## config.mk

```make
export PLATFORM = sky130hd
export DESIGN_NAME = adc_frame_reader
export DESIGN_NICKNAME = d
export VERILOG_FILES = /design/src/rtl/adc_frame_reader.sv
export SDC_FILE = /design/constraint.sdc
export NUM_CORES = 1
export LEC_CHECK = 0
export ABC_AREA = 1
export BUFFER_PORTS_ARGS = -buffer_cell sky130_fd_sc_hd__buf_2
export CORE_MARGIN = 5
export CORE_UTILIZATION = 41
export CTS_CLUSTER_DIAMETER = 50
export DETAILED_ROUTE_END_ITERATION = 6
export PLACE_DENSITY_LB_ADDON = 0.2
export SLEW_MARGIN = 20
export SYNTH_ARGS = -nofsm -noshare
export SYNTH_HDL_FRONTEND = slang
export SYNTH_SLANG_ARGS = --single-unit
```

## constraint.sdc

```tcl
create_clock -name clk -period 2.5 [get_ports clk]
set_input_delay 0.375 -clock clk [delete_from_list [all_inputs] [get_ports clk]]
set_output_delay 0.375 -clock clk [all_outputs]
set_load 0.005 [all_outputs]
```

## src/rtl/adc_frame_reader.sv

```systemverilog
module adc_frame_reader #(
  parameter int DIV_W  = 8,
  parameter int DATA_W = 24,
  parameter int STAT_W = 8,
  parameter int CHAN_W = 5
) (
  input  logic              clk,
  input  logic              rst_n,
  input  logic              rdy_n,
  input  logic              miso,
  input  logic [DIV_W-1:0]  div_ratio,
  input  logic              stat_en,
  input  logic              ovr_clr,
  output logic              sclk,
  output logic              cs_n,
  output logic [DATA_W-1:0] res_data,
  output logic [STAT_W-1:0] res_status,
  output logic [CHAN_W-1:0] res_chan,
  output logic              res_valid,
  output logic              overrun
);
  localparam int FULL_W = DATA_W + STAT_W;
  localparam int BIT_W  = $clog2(FULL_W + 1);
  localparam logic [DIV_W-1:0] ONE = DIV_W'(1);
  localparam logic [DIV_W-1:0] TWO = DIV_W'(2);

  logic [2:0]        rdy_sync;
  logic              rdy_fall;
  logic              busy, sclk_q, stat_q;
  logic [DIV_W-1:0]  ratio_q, cnt, hi_len, lo_len, ratio_in;
  logic [BIT_W-1:0]  bits_left;
  logic [FULL_W-1:0] shreg;
  logic              phase_end;

  assign rdy_fall  = rdy_sync[2] & ~rdy_sync[1];
  assign ratio_in  = (div_ratio < TWO) ? TWO : div_ratio;
  assign hi_len    = ratio_q >> 1;
  assign lo_len    = ratio_q - hi_len;
  assign phase_end = sclk_q ? (cnt == hi_len - ONE) : (cnt == lo_len - ONE);
  assign sclk      = sclk_q;
  assign cs_n      = ~busy;
  assign res_chan  = res_status[CHAN_W-1:0];

  always_ff @(posedge clk) begin
    if (!rst_n) begin
      rdy_sync   <= '1;
      busy       <= 1'b0;
      sclk_q     <= 1'b0;
      stat_q     <= 1'b0;
      ratio_q    <= TWO;
      cnt        <= '0;
      bits_left  <= '0;
      shreg      <= '0;
      res_data   <= '0;
      res_status <= '0;
      res_valid  <= 1'b0;
      overrun    <= 1'b0;
    end else begin
      rdy_sync  <= {rdy_sync[1:0], rdy_n};
      res_valid <= 1'b0;

      if (rdy_fall && busy)
        overrun <= 1'b1;
      else if (ovr_clr)
        overrun <= 1'b0;

      if (!busy) begin
        if (rdy_fall) begin
          busy      <= 1'b1;
          sclk_q    <= 1'b0;
          cnt       <= '0;
          bits_left <= stat_en ? BIT_W'(FULL_W) : BIT_W'(DATA_W);
          stat_q    <= stat_en;
          ratio_q   <= ratio_in;
          shreg     <= '0;
        end
      end else if (phase_end) begin
        cnt    <= '0;
        sclk_q <= ~sclk_q;
        if (!sclk_q) begin
          shreg <= {shreg[FULL_W-2:0], miso};
        end else if (bits_left == BIT_W'(1)) begin
          busy       <= 1'b0;
          res_valid  <= 1'b1;
          res_data   <= shreg[DATA_W-1:0];
          res_status <= stat_q ? shreg[FULL_W-1:DATA_W] : '0;
        end else begin
          bits_left <= bits_left - BIT_W'(1);
        end
      end else begin
        cnt <= cnt + ONE;
      end
    end
  end
endmodule


```

# After elaboration in Yosys (flattened, before gate mapping)
# Index checks and enable logic that the tools add are counted.
# word_totals
ff_bits,94
out_inout_bits,41
word_cells,65
# op_classes
add_sub_neg,5
magnitude_cmp,1
eq_ne,7
muxes,27
bitwise,4
reduce_logical,9
# ops
operator,n
$mux W32,4
$mux W8,5
$mux W6,6
$eq A8 B8 Y1,2
$mux W1,12
$reduce_and A4 Y1,3
$add A8 B1 Y8 const B,1
$lt A8 B2 Y1 const B,1
$sub A7 B1 Y8 const B,1
$sub A8 B1 Y8 const B,1
$sub A8 B7 Y8,1
$eq A6 B1 Y1 const B,1
$sub A6 B1 Y6 const B,1
$ne A2 B1 Y1 const B,2
$ne A2 B2 Y1 const B,2
$reduce_and A2 Y1,2
$reduce_bool A2 Y1,2
$not A1 Y1,3
$reduce_and A3 Y1,1
$and A1 B1 Y1,1
$logic_and A1 B1 Y1,1

# Longest topological paths before layout
# Gate-level depths: netlist (run 1).
# logic_depth
depth_word,6
ltp_mapped,19

# Least setup slack after synthesis (run 1)
# OpenSTA, ideal clock, no wires.
# synth_timing
path_type,register to register
startpoint,reg ratio_q[1]
endpoint,reg shreg[29]
setup_ns,0.134
t_arrival_ns,2.448
required_ns,2.366
path_slack_ns,-0.082
stages_incl_launch_ff,20
n_path_buf,1
synth_period_minus_slack_ns,2.582
path_cell_list,dfxtp_1 > inv_1 > ha_1 > fa_1 > or2_0 > nand3_1 > nand2_1 > nor2_1 > nand2_1 > nor2_1 > nand2_1 > inv_1 > nand2_1 > nor2_2 > nand2_2 > inv_4 > nand2_4 > buf_6 > nand3_1 > a21oi_1
# synth_between
elab_chain_len,6
elab_cells_between_ends,8
cone_classes,add/sub: 3; eq/ne: 3; mux: 1; reduce/logical: 1
# synth_lines
element,line,rtl
"start, declared",30,"logic [DIV_W-1:0] ratio_q, cnt, hi_len, lo_len, ratio_in;"
"start signal, assigned",74,ratio_q <= ratio_in;
$sub A8 B7 Y8,38,assign lo_len = ratio_q - hi_len;
$sub A8 B1 Y8,39,assign phase_end = sclk_q ? (cnt == hi_len - ONE) : (cnt == lo_len - ONE);
$eq A8 B8 Y1,39,
$mux W1 (*),39,
$ne A2 B1 Y1 (no line) (*),--,
$reduce_and A3 Y1 (no line) (*),--,
"end signal, assigned",81,"shreg <= {shreg[FULL_W-2:0], miso};"
"end, declared",32,logic [FULL_W-1:0] shreg;
# Every way passes the cells marked *; elsewhere a longest branch is shown, timed or not.
# A chain may end at the register's enable or synchronous reset.

# Final worst setup path (run 1)
# layout_timing
startpoint,reg ratio_q[1]
endpoint,reg res_data[9]
# layout_between
elab_chain_len,5
elab_cells_between_ends,7
cone_classes,add/sub: 3; eq/ne: 2; mux: 1; reduce/logical: 1
# layout_lines
element,line,rtl
$sub A8 B7 Y8,38,
$sub A8 B1 Y8,39,
$eq A8 B8 Y1,39,
$mux W1 (*),39,
$reduce_and A4 Y1 (no line) (*),--,
"end signal, assigned",85,res_data <= shreg[DATA_W-1:0];
"end, declared",16,"output logic [DATA_W-1:0] res_data,"
# Marked as above.

==> metrics.md, run 1 <==
| Metric | Value |
|---|---|
| Status | finished with violations |
| Failing checks | negative setup slack |
| Placed insts | 795 |
| Async set or reset register ratio after synthesis | 0% |
| Startpoint class of the critical path | register |
| Post-DP Area | 4920 sq um |
| Initial antenna violation count | 0 |
| Crit path capture type | register |
| EDFF count, synth | 0 |
| Syn Area/Cell | 7.36 sq um |
| Top Ports | 55 |
| Power Dens Cells | 523 nW/um^2 |
| First-pass GRT wire length | 17.2 mm |
| Die Wd | 115 um |
| Top-count cell post-synth | nand2_1 |
| Area fraction of the dominant cell type after synthesis | 42.0% |
| Nets | 711 |
| Clock power share | 32.0% |
| Setup CP Type | reg -> reg |
| Placer congestion estimate | 0.828 |
| Leading area contributor after synthesis | dfxtp_1 |
| WP data arrival | 2.94 ns |
| Largest net degree at the start of global routing | 41 |
| DRC | 0 |
| Starting Density | 41.5% |
| Sequential area share after synthesis | 42.0% |
| Synth-to-Final Area Change | 31.4% |
| Hold-fix buffers at CTS | 0 |
| Worst Path Max Fanout | 8 |
| Synth top cells by count | nand2_1 (179), nand3_1 (98), dfxtp_1 (94), a21oi_1 (54), inv_1 (34) |
| Routed WL | 11.2 mm |
| Drt wl/cell | 13.6 um |
| # rows | 38 |
| Worst skew pair latency | 0.36 ns |
| RSZ-0062 raised after global routing | yes |
| VDD IR max | 298 uV |
| Max-cap violation count | 0 |
| Worst Skew | 0.0107 ns |
| Diode count | 0 |
| Number of global-route vias before repair | 3,813 |
| Post-DP HPWL | 6.86 mm |
| Part of the power in registers | 50.0% |
| Top post-synthesis cells by area | dfxtp_1 (42%), nand2_1 (15%), nand3_1 (11%), a21oi_1 (6.0%), ha_1 (4.7%) |
| P_int | 2150 uW |
| Clk slew on worst S/H paths | 0.10 ns |
| Most used cell, CP | nand2_1 |
| Post-Synthesis Cells | 609 |
| Fin area | 5890 sq um |
| Worst Path Required | 2.82 ns |
| Top_reg_cell synth | dfxtp_1 |
| Deepest clock path buffer count | 2 |
| CTS tree | done |
| Share of total power in combinational logic | 18.0% |
| Leakage Power | 0.00248 uW |
| Fin cells | 824 |
| Net Sw Frac | 30.3% |
| Post-synthesis cell area | 4480 sq um |
| Chip height | 115 um |
| Final ANT Viol Nets | 0 |
| Global route total overflow | 0 |
| Core Region | 10,800 sq um |
| Die area | 13,100 sq um |
| Syn. warnings | 0 |
| GRT Overall Usage | 15.8% |
| Fin crit share | 105% |
| Post-layout min period | 2.62 ns |
| Cell Chain, Critical Path | inv_2, ha_4, fa_2, o21ai_0, nand2_1, nand2_1, nor2_1, nand2_1, nor2_1, nand2_1, inv_1, nand2_2, nor2_4, nand4_4, nor2_4, buf_12, clkbuf_16, nand2_1, nand2_1 |
| Final setup viols | 72 |
| IO Port Bufs | 54 |
| Maximum clock rate | 381 MHz |
| Synthesized flop and latch total | 94 |
| Worst slew pin tran | 0.711 ns |
| CTS H-tree depth | 3 |
| Clock sink total | 94 |
| Share of layout cells above drive strength 1 | 33.6% |
| Final WS setup | -0.121 ns |
| Relative slew slack | 52.6% |
| CTS root buffer | clkbuf_8 |
| Pre-CTS WS | -0.163 ns |
| Hold/Removal Path Class | in -> reg |
| Final count of hold timing violations | 0 |
| Fin. max-slew vios | 0 |
| P_sw | 933 uW |
| Total CTS buffers | 9 |
| DR vias | 4,157 |
| First drt pass iteration count | 5 |
| CP max-delay cell | fa_2 |
| Post-Syn Nets | 641 |
| Netlist cell types | 37 |
| Vias per cell | 5.04 |
| Slowest stage delay, CP | 0.52 ns |
| Iter 0 DRT Violations | 242 |
[layer usage]
layer  share of wire (%)  track usage, %  wire (um)
met5                   0               0          0
met4                 1.1            4.99        125
met3                 4.0            4.07        452
met2                  48            25.1       5320
met1                  47            21.2       5270
[flip-flops by register name (all words and copies together) (netlist names), 3 cells and up]
register	cells
bits_left	6
ratio_q	8
res_status	8
shreg	32
rdy_sync	3
res_data	24
cnt	8
[power by group through the flow]
stage	Combinational [uW]	Sequential, uW	Clock [uW]
finish	555	1540	986
global route	614	1540	1100
CTS	435	1540	1020
detailed placement	419	1570	0
global placement	412	1570	0
floorplan	320	1560	0
[cell type report]
cell class                 count  area, sq um
fill                        1015         4900
tap                          140          175
multi-input combinational    443         2740
clock inverter                 6         52.6
sequential                    94         1890
clock buffer                  10          138
timing repair buffer          92          728
inverter                      39          169
[layout by cell type (no fill, tap or decap), types with 3 or more instances in the layout]
cell       count
nor2_1        28
xor2_1         8
clkbuf_8      10
buf_6          4
a21oi_2       23
or2_2          3
buf_4         23
nand2_1      155
inv_1         30
inv_6          4
nand3_4        4
inv_2          5
nor2_4         3
nand2_4        4
buf_2         54
clkbuf_16      5
nor2_2         3
a31oi_1        4
buf_12         5
dfxtp_1       91
o21ai_0       13
nand3_2       35
dfxtp_2        3
nand2_8        5
nand3_1       61
ha_4           4
nand4_1        5
nor3_1         3
ha_1          13
nand2_2       22
a21oi_1       33
[metrics by stage]
stage | hold slack, ns | power (uW) | setup TNS, ns | utilization [%]
floorplan | 0.392 | 1880 | 0 | -
global placement | 0.403 | 1980 | -6.10 | 45.6
detailed placement | 0.415 | 1990 | -9.80 | 45.6
CTS | 0.175 | 3000 | -3.48 | 48.1
global route | 0.173 | 3250 | -17.27 | 54.6
finish | 0.193 | 3080 | -5.08 | 54.6
[worst paths after layout]
path,from,slack [ns],end,depth (start not counted)
setup / recovery,ratio_q[1],-0.12,res_data[9],19
hold / removal,rdy_n,0.19,rdy_sync[0],2
setup reg to reg,ratio_q[1],-0.12,res_data[9],19
hold reg to reg,rdy_sync[0],0.43,rdy_sync[1],1
[worst max-delay path: cells and delay by family (launching register included)]
kind            cells  cell delay, ns
flops               1            0.34
fa+ha+maj           2            0.67
simple gates       12            1.03
buf+inv             4            0.43
compound gates      1            0.09
[timing repair]
item	CTS	global route
setup endpoints to repair	79	81
pin swaps	2	53
cloned	2	8
buffers inserted	1	3
gates resized for setup	13	116
endpoints found under the hold margin	0	0
[cell families after synthesis]
group,after synthesis,synth area share (%)
and+or+nand+nor,337,33.0
buffers and inverters,75,9.08
xor gates and xnor gates,10,1.95
DFF,94,42.0
AOI/OAI and AO/OA,75,8.74
adders and majority gates,18,5.19
Power figures use the tool's default switching activity.
==> run 2, diff against run 1 <==
==> constraint.sdc (replaced) <==
create_clock -name clk -period 2.34 [get_ports clk]
set_input_delay 0.351 -clock clk [delete_from_list [all_inputs] [get_ports clk]]
set_output_delay 0.351 -clock clk [all_outputs]
set_load 0.005 [all_outputs]
==> run 2 against run 1 <==
  * The run still ends with negative setup slack left
  * Sequential power is 6% higher
  * Largest cell class unchanged
  * Flip-flop and latch count stayed put
  * Critical endpoint is now shreg[10]
  * Clock power is 6% higher
  * Setup slack worse by 0.18 ns
  * First-iteration DRC count is 22% lower
==> metrics.md, run 2 (same netlist as run 1, synthesis figures left out) <==
| Metric | Value |
|---|---|
| Status | finished with violations |
| Failing checks | negative setup slack |
| GR Layer Usage met2 | 25.4% |
| RSZ-0062 raised after global routing | yes |
| Share of layout cells above drive strength 1 | 23.6% |
| CP max-delay cell | fa_1 |
| Worst Skew | 0.0156 ns |
| Design Power | 3230 uW |
| Largest net degree at the start of global routing | 47 |
| Share of total power in combinational logic | 16.9% |
| Max-cap violation count | 0 |
| Synth-to-Final Area Change | 22.9% |
| Final WS setup | -0.300 ns |
| Nets | 717 |
| Fin crit share | 113% |
| Final design utilization | 51.0% |
| GRT met3 Usage | 3.28% |
| P_sw | 964 uW |
| Deepest clock path buffer count | 2 |
| Max FFs per register | 32 |
| Top flop regs | shreg x32, res_data x24 |
| CTS H-tree depth | 3 |
| Starting Density | 41.5% |
| Diode count | 0 |
| Net Sw Frac | 29.8% |
| Crit path capture type | register |
| Placed insts | 805 |
| Worst Path Required | 2.63 ns |
| VDD IR max | 413 uV |
| Vias per cell | 4.95 |
| Cell Chain, Critical Path | inv_4, ha_4, fa_1, or2_0, nand3_1, nand2_1, nor2_1, nand2_1, nor2_1, nand2_1, inv_1, nand2_2, nor2_4, nand2_4, clkinv_8, buf_6, nand3_1, a21oi_2 |
| Post-DP HPWL | 7.18 mm |
| Met1 Resource Use GR | 22.4% |
| Slowest stage delay, CP | 0.45 ns |
| GRT Overall Usage | 16.2% |
| Relative slew slack | 42.8% |
| CTS tree | done |
| IO Port Bufs | 54 |
| Final setup viols | 81 |
| Iter 0 DRT Violations | 188 |
| Hold-fix buffers at CTS | 0 |
| Worst Path Max Fanout | 7 |
| Most used cell, CP | nand2_1 |
| Reg2reg setup slack | -0.30 ns |
| Placer congestion estimate | 0.826 |
| Clock power share | 32.4% |
| Maximum clock rate | 379 MHz |
| Top Ports | 55 |
| Multi-input gate area | 2410 sq um |
| Worst slew pin tran | 0.858 ns |
| Worst skew pair latency | 0.37 ns |
| Filler cells | 1,074 |
| Fin. max-slew vios | 0 |
| Most frequent cells in the layout | nand2_1 (176), dfxtp_1 (93), nand3_1 (87) |
| Final ANT Viol Nets | 0 |
| Hold/Removal Path Class | in -> reg |
| Leakage Power | 0.00243 uW |
| Biggest register | shreg |
| Global route total overflow | 0 |
| WP data arrival | 2.93 ns |
| Chip height | 115 um |
| Power Dens Cells | 587 nW/um^2 |
| Most Crowded Layer GR | met2 |
| Final count of hold timing violations | 0 |
| Most common cell after layout, fill and taps aside | nand2_1 |
| Clock sink total | 94 |
| Die Wd | 115 um |
| Total CTS buffers | 9 |
| Drt wl/cell | 12.8 um |
| Seq. cell area | 1890 sq um |
| Startpoint class of the critical path | register |
| Part of the power in registers | 50.7% |
| Core Region | 10,800 sq um |
| Initial antenna violation count | 0 |
| Setup CP Type | reg -> reg |
| CTS root buffer | clkbuf_8 |
| DR vias | 4,111 |
| Number of global-route vias before repair | 3,872 |
| First-pass GRT wire length | 17.5 mm |
| Final setup TNS | -16.30 ns |
| Post-layout min period | 2.64 ns |
| Routed WL | 10.7 mm |
| Clk slew on worst S/H paths | 0.10 ns |
| P_int | 2270 uW |
| DRC | 0 |
| Fin cells | 830 |
| Die area | 13,100 sq um |
| First drt pass iteration count | 4 |
| # rows | 38 |
==> run 2: cell count changes in the layout (fill, tap and decap cells not counted), moves of 3 or more <==
cell / before / now
ha_4: 4 / 1
nand3_2: 35 / 8
nand2_2: 22 / 4
clkbuf_16: 5 / 1
nand3_1: 61 / 87
ha_1: 13 / 16
a21oi_1: 33 / 49
nand2_1: 155 / 176
a21oi_2: 23 / 7
dfxtp_2: 3 / 0
buf_4: 23 / 34
==> run 2: through the flow <==
| stage | hold slack [ns] | cell area, sq um | setup slack [ns] |
|---|---|---|---|
| 3_3_place_gp | 0.394 | 5030 | -0.282 |
| 4_1_cts | 0.152 | 5290 | -0.250 |
| 5_1_grt | 0.168 | 5510 | -0.559 |
| 3_5_place_dp | 0.402 | 5030 | -0.330 |
| 6_report | 0.176 | 5510 | -0.300 |
| 2_1_floorplan | 0.392 | 4530 | -0.0766 |
==> run 2: worst max-delay path: cells and delay by family, from the launching register on <==
kind,cells,cell delay (ns)
AOI/OAI and AO/OA,1,0.18
adders and majority gates,2,0.60
buffers and inverters,4,0.35
DFF,1,0.37
and+or+nand+nor,11,1.09
==> run 2: path summary, 6_finish.rpt <==
path	from	end	cells after the start
max	ratio_q[1]	shreg[10]	18
min	rdy_n	rdy_sync[0]	2
max reg2reg	ratio_q[1]	shreg[10]	18
min reg2reg	rdy_sync[0]	rdy_sync[1]	1
==> run 2: power by group through the flow <==
| stage | Combinational [uW] | Clock, uW | Sequential, uW |
|---|---|---|---|
| 6_report | 545 | 1050 | 1640 |
| 5_1_grt | 617 | 1150 | 1640 |
| 4_1_cts | 484 | 1080 | 1640 |
| 3_5_place_dp | 465 | 0 | 1680 |
| 3_3_place_gp | 455 | 0 | 1670 |
| 2_1_floorplan | 344 | 0 | 1670 |
==> run 2: layer usage <==
metal / vias up / wire (um)
met2: 87 / 4920
met4: 0 / 120
met3: 13 / 569
met5: - / 0
li1: 2140 / -
met1: 1871 / 5040
==> run 2: final cells by class <==
type	count	area share, %
flip-flops and latches	94	34.2
repair inverters	1	0.159
repair buffers	97	12.1
clock buffers	10	2.50
inverters	39	3.07
well taps	140	3.18
clock inverters	6	0.932
multi-input cells	443	43.9
==> run 2: repair_timing <==
action                     4_1_cts  5_1_grt
buffers inserted                 1        2
gates cloned                     2        4
pin swaps                        3        6
resized for setup               12       28
setup endpoints to repair       81       81
==> run 3, diff against run 2 <==
--- a/config.mk
+++ b/config.mk
@@ -11,7 +11,7 @@
 export CORE_UTILIZATION = 41
 export CTS_CLUSTER_DIAMETER = 50
 export DETAILED_ROUTE_END_ITERATION = 6
-export PLACE_DENSITY_LB_ADDON = 0.2
+export PLACE_DENSITY = 0.61
 export SLEW_MARGIN = 20
 export SYNTH_ARGS = -nofsm -noshare
 export SYNTH_HDL_FRONTEND = slang
==> run 3 against run 2 <==
  * The run still ends with negative setup slack left
  * Critical path depth grew 1
  * Sequential power is essentially flat
  * Register-to-register slack lost 0.07 ns
  * Flip-flop and latch count is the same
  * First-iteration DRC count grew 35%
  * Global-route usage grew 0.80 points
  * Clock power grew 13%
  * Final cell count grew 1.4%
  * Largest power group unchanged
  * Fmax shrank 2.4%
  * Utilization grew 6.1 points
==> metrics.md, run 3 (same netlist as run 1, synthesis figures left out) <==
| Metric | Value |
|---|---|
| GRT Overall Usage | 17.0% |
| First-pass GRT wire length | 18.4 mm |
| Nets | 731 |
| Startpoint class of the critical path | register |
| Vias per cell | 5.10 |
| Max FFs per register | 32 |
| Crit path capture type | register |
| Diode count | 0 |
| CP max-delay cell | fa_1 |
| CTS root buffer | clkbuf_8 |
| Routed WL | 12.1 mm |
| Initial antenna violation count | 0 |
| Setup CP Type | reg -> reg |
| Total CTS buffers | 9 |
| Hold path depth | 2 |
| Worst Path Required | 2.59 ns |
| WHS | 0.176 ns |
| CTS H-tree depth | 3 |
| First drt pass iteration count | 4 |
| Hold/Removal Path Class | in -> reg |
| Share of layout cells above drive strength 1 | 34.0% |
| Drt wl/cell | 14.4 um |
| Post-layout min period | 2.71 ns |
| Maximum clock rate | 370 MHz |
| Final count of hold timing violations | 0 |
| Pre-CTS WS | -0.378 ns |
| Status | finished with violations |
| Chip height | 115 um |
| Max-cap violation count | 0 |
| VDD IR max | 544 uV |
| Final setup viols | 81 |
| Global route total overflow | 0 |
| DRC | 0 |
| Relative slew slack | 37.9% |
| Top flop regs | shreg x32, res_data x24 |
| Core Region | 10,800 sq um |
| Biggest register | shreg |
| Power Dens Cells | 564 nW/um^2 |
| Fin crit share | 116% |
| Die area | 13,100 sq um |
| Slowest stage delay, CP | 0.45 ns |
| Deepest clock path buffer count | 2 |
| Leakage Power | 0.00278 uW |
| Most used cell, CP | nand2_1 |
| WP data arrival | 2.95 ns |
| Most common cell after layout, fill and taps aside | nand2_1 |
| RSZ-0062 raised after global routing | yes |
| Starting Density | 41.5% |
| Worst slew pin tran | 0.931 ns |
| Placed insts | 807 |
| Final setup TNS | -23.78 ns |
| CTS tree | done |
| IO Port Bufs | 54 |
| Top Ports | 55 |
| Post-DP HPWL | 7.19 mm |
| Die Wd | 115 um |
| Fin. max-slew vios | 0 |
| Final WS setup | -0.366 ns |
| Number of global-route vias before repair | 3,998 |
| Clock sink total | 94 |
| Placer congestion estimate | 0.861 |
| Worst Path Max Fanout | 8 |
| Final ANT Viol Nets | 0 |
| # rows | 38 |
| Cell Chain, Critical Path | inv_4, ha_4, fa_1, or2_0, nand3_1, nand2_1, nor2_2, nand2_1, nor2_1, nand2_1, inv_1, nand2_2, nor2_4, buf_12, nand2_8, clkinv_8, nand2_4, nand3_1, a21oi_1 |
| Worst skew pair latency | 0.36 ns |
| Register-to-Register Path Depth | 19 |
| DR vias | 4,297 |
| Failing checks | negative setup slack |
| Fin cells | 842 |
| Worst Skew | 0.0100 ns |
| Synth-to-Final Area Change | 37.7% |
| Largest net degree at the start of global routing | 47 |
| Iter 0 DRT Violations | 254 |
| Most frequent cells in the layout | nand2_1 (136), dfxtp_1 (93), nand3_1 (72) |
| Clk slew on worst S/H paths | 0.10 ns |
==> run 3: area by class of cell <==
cell class	instances	area, sq um
Clock buffer	11	141
Clock inverter	3	68.8
Fill cell	944	4620
Inverter	39	179
Multi-Input combinational cell	444	2800
Sequential cell	94	1890
Tap cell	140	175
Timing Repair Buffer	108	883
Timing Repair inverter	3	38.8
==> run 3: worst max-delay path: cells and delay by family (launching register included) <==
kind | cells | cell delay [ns]
compound gates | 1 | 0.09
flops | 1 | 0.37
simple gates | 12 | 1.20
buf+inv | 4 | 0.34
fa+ha+maj | 2 | 0.60
==> run 3: timing repair <==
item                       in CTS  in global routing
pin swaps                       8                 38
hold buffers                    0                  0
cloned                          3                 12
resized for setup              24                119
setup buffers                   3                  3
setup endpoints to repair      81                 81
==> run 3: power breakdown <==
part / internal [uW] / switching, uW
Sequential: 1620 / 20.9
Combinational: 263 / 380
Clock: 625 / 570
Total: 2510 / 971
==> run 3: final timing paths <==
check	from	endpoint	slack [ns]
max	ratio_q[1]	shreg[24]	-0.37
min	rdy_n	rdy_sync[0]	0.18
max reg2reg	ratio_q[1]	shreg[24]	-0.37
min reg2reg	rdy_sync[1]	rdy_sync[2]	0.42
==> run 3: routing by layer <==
| layer | global-route usage (%) | part of all wire, % | vias to the layer above |
|---|---|---|---|
| met4 | 4.59 | 1.5 | 0 |
| met5 | 0 | 0 | - |
| li1 | - | - | 2164 |
| met2 | 28.1 | 48 | 73 |
| met3 | 3.49 | 3.5 | 12 |
| met1 | 22.5 | 47 | 2048 |
==> run 3: stage by stage <==
step / power [uW] / area [sq um] / util (%)
after floorplan: 2020 / 4530 / -
after global placement: 2140 / 5040 / 46.7
after detailed placement: 2150 / 5040 / 46.7
after CTS: 3390 / 5410 / 50.2
after global routing: 3630 / 6170 / 57.2
final: 3480 / 6170 / 57.2
